--- config.mk ---
export PLATFORM = sky130hd
export DESIGN_NAME = stream_lock_arb
export DESIGN_NICKNAME = d
export VERILOG_FILES = /design/src/rtl/arb_pkg.sv /design/src/rtl/rot_pick.sv /design/src/rtl/ptr_ctrl.sv /design/src/rtl/byte_sel.sv /design/src/rtl/stream_lock_arb.sv
export SDC_FILE = /design/constraint.sdc
export NUM_CORES = 1
export LEC_CHECK = 0
export ABC_AREA = 0
export ABC_CLOCK_PERIOD_IN_PS = 2500
export BUFFER_PORTS_ARGS = -buffer_cell sky130_fd_sc_hd__buf_2
export CORE_ASPECT_RATIO = 0.75
export CORE_MARGIN = 5
export CORE_UTILIZATION = 45
export CTS_CLUSTER_SIZE = 16
export DETAILED_ROUTE_END_ITERATION = 6
export GPL_TIMING_DRIVEN = 0
export PLACE_DENSITY_LB_ADDON = 0.05
export SLEW_MARGIN = 10
export SYNTH_ARGS = -nofsm -noshare
export SYNTH_HDL_FRONTEND = slang
export SYNTH_SLANG_ARGS = --single-unit
--- constraint.sdc ---
create_clock -name clk -period 2.5 [get_ports clk]
set_clock_uncertainty 0.1 [all_clocks]
set_input_delay 0.25 -clock clk [delete_from_list [all_inputs] [get_ports clk]]
set_output_delay 0.25 -clock clk [all_outputs]
set_load 0.01 [all_outputs]
--- src/rtl/arb_pkg.sv ---
package arb_pkg;
    typedef enum logic [1:0] {
        POL_FIXED  = 2'd0,
        POL_ROTATE = 2'd1,
        POL_RR     = 2'd2,
        POL_RSVD   = 2'd3
    } arb_pol_e;

    typedef enum logic {
        ST_IDLE   = 1'b0,
        ST_LOCKED = 1'b1
    } arb_state_e;
endpackage

--- src/rtl/rot_pick.sv ---
module rot_pick #(
    parameter int NUM_REQ = 4,
    localparam int IDX_W  = $clog2(NUM_REQ)
) (
    input  logic [NUM_REQ-1:0] req,
    input  logic [IDX_W-1:0]   base,
    output logic               found,
    output logic [IDX_W-1:0]   win
);
    always_comb begin
        found = 1'b0;
        win   = '0;
        for (int k = 0; k < NUM_REQ; k++) begin
            logic [IDX_W-1:0] cand;
            cand = base + IDX_W'(k);
            if (!found && req[cand]) begin
                found = 1'b1;
                win   = cand;
            end
        end
    end
endmodule

--- src/rtl/ptr_ctrl.sv ---
module ptr_ctrl #(
    parameter int NUM_REQ = 4,
    localparam int IDX_W  = $clog2(NUM_REQ)
) (
    input  logic             clk,
    input  logic             rst_n,
    input  logic             step_rot,
    input  logic             step_rr,
    input  logic [IDX_W-1:0] last_win,
    output logic [IDX_W-1:0] rot_ptr,
    output logic [IDX_W-1:0] rr_ptr
);
    always_ff @(posedge clk) begin
        if (!rst_n) begin
            rot_ptr <= '0;
            rr_ptr  <= '0;
        end else begin
            if (step_rot) rot_ptr <= rot_ptr + IDX_W'(1);
            if (step_rr)  rr_ptr  <= last_win + IDX_W'(1);
        end
    end
endmodule

--- src/rtl/byte_sel.sv ---
module byte_sel #(
    parameter int NUM_REQ = 4,
    parameter int DATA_W  = 8,
    localparam int IDX_W  = $clog2(NUM_REQ)
) (
    input  logic [NUM_REQ*DATA_W-1:0] din,
    input  logic [IDX_W-1:0]          sel,
    output logic [DATA_W-1:0]         dout
);
    logic [DATA_W-1:0] lane [NUM_REQ];

    for (genvar g = 0; g < NUM_REQ; g++) begin : g_lane
        assign lane[g] = din[g*DATA_W +: DATA_W];
    end

    assign dout = lane[sel];
endmodule

--- src/rtl/stream_lock_arb.sv ---
module stream_lock_arb
    import arb_pkg::*;
#(
    parameter int NUM_REQ = 4,
    parameter int DATA_W  = 8,
    localparam int IDX_W  = $clog2(NUM_REQ)
) (
    input  logic                      clk,
    input  logic                      rst_n,
    input  logic [1:0]                mode_sel,
    input  logic [NUM_REQ-1:0]        req_i,
    input  logic [NUM_REQ-1:0]        last_i,
    input  logic [NUM_REQ*DATA_W-1:0] data_i,
    output logic [NUM_REQ-1:0]        gnt_o,
    output logic [IDX_W-1:0]          gnt_idx_o,
    output logic                      out_valid_o,
    output logic [DATA_W-1:0]         out_data_o,
    output logic                      out_last_o
);
    arb_state_e       state_q, state_d;
    arb_pol_e         pol_now, lk_pol_q;
    logic [IDX_W-1:0] idx_q;
    logic [IDX_W-1:0] rot_ptr, rr_ptr, scan_base, pick_idx;
    logic             pick_found, locked, stream_end;

    assign pol_now = arb_pol_e'(mode_sel);

    always_comb begin
        unique case (pol_now)
            POL_ROTATE: scan_base = rot_ptr;
            POL_RR:     scan_base = rr_ptr;
            default:    scan_base = '0;
        endcase
    end

    rot_pick #(.NUM_REQ(NUM_REQ)) pick_i (
        .req   (req_i),
        .base  (scan_base),
        .found (pick_found),
        .win   (pick_idx)
    );

    assign locked     = (state_q == ST_LOCKED);
    assign stream_end = locked && req_i[idx_q] && last_i[idx_q];

    // next-state logic: wait / grant / stream / release
    always_comb begin
        state_d = state_q;
        unique case (state_q)
            ST_IDLE:   if (pick_found) state_d = ST_LOCKED;
            ST_LOCKED: if (stream_end) state_d = ST_IDLE;
        endcase
    end

    always_ff @(posedge clk) begin
        if (!rst_n) begin
            state_q  <= ST_IDLE;
            idx_q    <= '0;
            lk_pol_q <= POL_FIXED;
        end else begin
            state_q <= state_d;
            if (state_q == ST_IDLE && pick_found) begin
                idx_q    <= pick_idx;
                lk_pol_q <= pol_now;
            end
        end
    end

    ptr_ctrl #(.NUM_REQ(NUM_REQ)) ptr_i (
        .clk      (clk),
        .rst_n    (rst_n),
        .step_rot (stream_end && lk_pol_q == POL_ROTATE),
        .step_rr  (stream_end && lk_pol_q == POL_RR),
        .last_win (idx_q),
        .rot_ptr  (rot_ptr),
        .rr_ptr   (rr_ptr)
    );

    byte_sel #(.NUM_REQ(NUM_REQ), .DATA_W(DATA_W)) mux_i (
        .din  (data_i),
        .sel  (idx_q),
        .dout (out_data_o)
    );

    always_comb begin
        gnt_o       = '0;
        out_valid_o = 1'b0;
        out_last_o  = 1'b0;
        gnt_idx_o   = idx_q;
        unique case (state_q)
            ST_IDLE: begin
                gnt_o = '0;
            end
            ST_LOCKED: begin
                gnt_o[idx_q] = 1'b1;
                out_valid_o  = req_i[idx_q];
                out_last_o   = stream_end;
            end
        endcase
    end
endmodule

==> impl_metrics.toml <==
[run_status]
status = "finished clean"

[die]
die_w_um = 68.8
rows = 16
core_area_sq_um = 2540
io_pins = 60
initial_core_util_pct = 45.9
die_h_um = 54.1
die_area_sq_um = 3720

[global_routing]
grt_busiest_layer = "met2"
grt_pass1_vias = 1202
grt_use_met3_pct = 4.18
grt_overflow_total = 0
gr-usage-met2_pct = 29.8
grt_pass1_wl_um = 5140
grt_max_degree = 11
grt_usage_pct = 18.1
use_met1_pct = 24.6
grt_antenna_before_repair = 0

[worst_setup_path]
crit_slowest_cell = "mux4_2"
path_class = "flop to output pin"
cp-start-kind = "flop"
cpPeakStageDelay_ns = 0.55
crit_top_cell = "buf_2"
arrival_ns = 1.85
critPathTopFamily = "multiplexers"
endpoint_kind = "output pin"
cp_max_fo = 10
cp_num_buf_inv = 2
required_ns = 2.15
crit_chain = "buf_2 > mux4_2 > buf_2"

[cts]
insertion_delay_ns = 0.26
post_cts_resized = 0
clkTransAtPathRegs_ns = 0.06
cts_hold_repair.buffers = 0
h-tree-depth = 1
clock-sinks = 9
clockBufferDepth = 2
cts_buffers = 3
cts_root_buffer = "clkbuf_4"
cts_tree = "built"
post_cts_buffers = 0

[detailed_routing]
dr.pass1.iters = 5
drtIter0Drc = 53
vias_per_cell = 5.61
detail-route-antenna-nets = 0
drc_errors = 0
vias = 1257
wl_per_cell_um = 15.0
wl_um = 3360

[logic_synthesis]
synth_top_area_cell = "mux4_2"
synth_cell_types = 42
synth-async-reset-ratio_pct = 0
synth.net_count = 176
syn_area_sq_um = 1170
synth_edf_count = 0
yosys-top-cells-area = "mux4_2, dfxtp_1, ha_1"
avgSynthCellArea_sq_um = 9.25
postSynthCellCount = 126
ys_ff_latch = 9
synth_top_cell_area_share_pct = 19.3
synth_warnings = 0
ys_seq_area_share_pct = 15.5
ys.flop_type = "dfxtp_1"

[finish]
mostFrequentLayoutCell = "buf_2"
antenna-diode-count = 0
n_fill_cell = 246
layout_common_cells = "buf_2, mux4_2, dfxtp_1"
fin_util_pct = 60.1
final_net_count = 239
layout-drive-gt1-share_pct = 44.1
fin_area_sq_um = 1530
syn2layout_area_growth_pct = 31.0

[sta]
setup_violations = 0
whs_ns = 0.190
worst_pin_slew_ns = 0.552
fmax_mhz = 454
rsz0062_at_grt = "no"
hold_viol = 0
finalCriticalPeriod_ns = 2.20
relSlewSlack_pct = 63.1
setup_tns_ns = 0
drv_slew = 0
min_period_over_period_pct = 88.2

[placed_design]
hpwlAfterDp_um = 2780
gp_congestion = 0.840
placed_area_sq_um = 1500
io_buffer_count = 58

[min_path]
hold_path.class = "input port to flop"

[power_and_ir_drop]
power_uw = 498
power_density_nw_per_um2 = 326
leakagePower_uw = 0.000680
ir_drop_mv = 0.158

[run]
max_cap_viol_count = 0
## area by class of cell
| cell class | instances | area, sq um | share of cell area (%) |
|---|---|---|---|
| multi-input cells | 101 | 920 | 60.2 |
| plain buffers | 9 | 40.0 | 2.62 |
| clock buffers | 4 | 26.3 | 1.72 |
| flip-flops and latches | 9 | 180 | 11.8 |
| repair buffers | 58 | 290 | 19.0 |
| well taps | 36 | 45.0 | 2.95 |
| inverters | 7 | 26.3 | 1.72 |
## path summary, 6_finish.rpt
| check | from | slack (ns) | endpoint | depth (start not counted) |
|---|---|---|---|---|
| min reg2reg | lk_pol_q[0] | 0.46 | lk_pol_q[0] | 2 |
| min | rst_n | 0.19 | locked | 2 |
| max | gnt_idx_o[0] | 0.30 | out_data_o[1] | 3 |
| max reg2reg | gnt_idx_o[0] | 0.48 | ptr_i.rr_ptr[1] | 6 |
## per-layer routing
layer / wire length [um] / vias up / share of wire (%)
met1: 1430 / 592 / 42
met5: 0 / - / 0
met4: 12 / 0 / 0.36
li1: - / 611 / -
met2: 1690 / 52 / 50
met3: 229 / 2 / 6.8
## cells by family (layout without fill, tap and decap cells)
kind of cell,after synthesis,count (layout),synth area share [%]
muxes,20,20,28.4
DFF,9,9,15.5
xor gates and xnor gates,2,2,1.50
and+or+nand+nor,37,37,17.7
AOI/OAI and AO/OA,36,36,24.8
buffers and inverters,16,78,5.69
adders and majority gates,6,6,6.44
## report_power, final
part	leakage [uW]	internal, uW	total [uW]	switching (uW)
combinational	0.000591	115	220	106
clock	0.0000150	61.5	112	51.0
sequential	0.0000737	151	165	13.6
total	0.000680	327	498	170
## worst reg2reg max path: stages (launching register included)
cell and delay (ns):
dfxtp_1 0.52, mux4_2 0.57, and3_1 0.19, buf_2 0.15, nand3b_1 0.15, mux2i_1 0.20
nor2b_1 0.06
## state kept, by name (all words and copies together), names as in the netlist
name	count
ptr_i.rr_ptr	2
lk_pol_q	2
locked	1
ptr_i.rot_ptr	2
gnt_idx_o	2
## stage by stage
step,setup WS [ns],instances
after CTS,0.268,224
after global placement,0.202,220
after floorplan,0.477,126
final,0.296,224
after global routing,0.181,224
after detailed placement,0.175,220
## synthesized netlist by cell type, drive strengths merged, types with 2 or more instances
| cell | n |
|---|---|
| mux4 | 10 |
| dfxtp | 9 |
| mux2i | 8 |
| nor2 | 8 |
| a21oi | 7 |
| inv | 7 |
| and2 | 6 |
| buf | 6 |
| ha | 6 |
| nor2b | 5 |
| a211oi | 4 |
| o211ai | 4 |
| clkbuf | 3 |
| nand2 | 3 |
| nand2b | 3 |
| nor3 | 3 |
| o21a | 3 |
| o21ai | 3 |
| o221ai | 3 |
| a21boi | 2 |
| a22oi | 2 |
| mux2 | 2 |
| nand3b | 2 |
| nor4 | 2 |
| o311ai | 2 |
| or2 | 2 |
| xnor2 | 2 |
(Power assumes the default switching activity.)
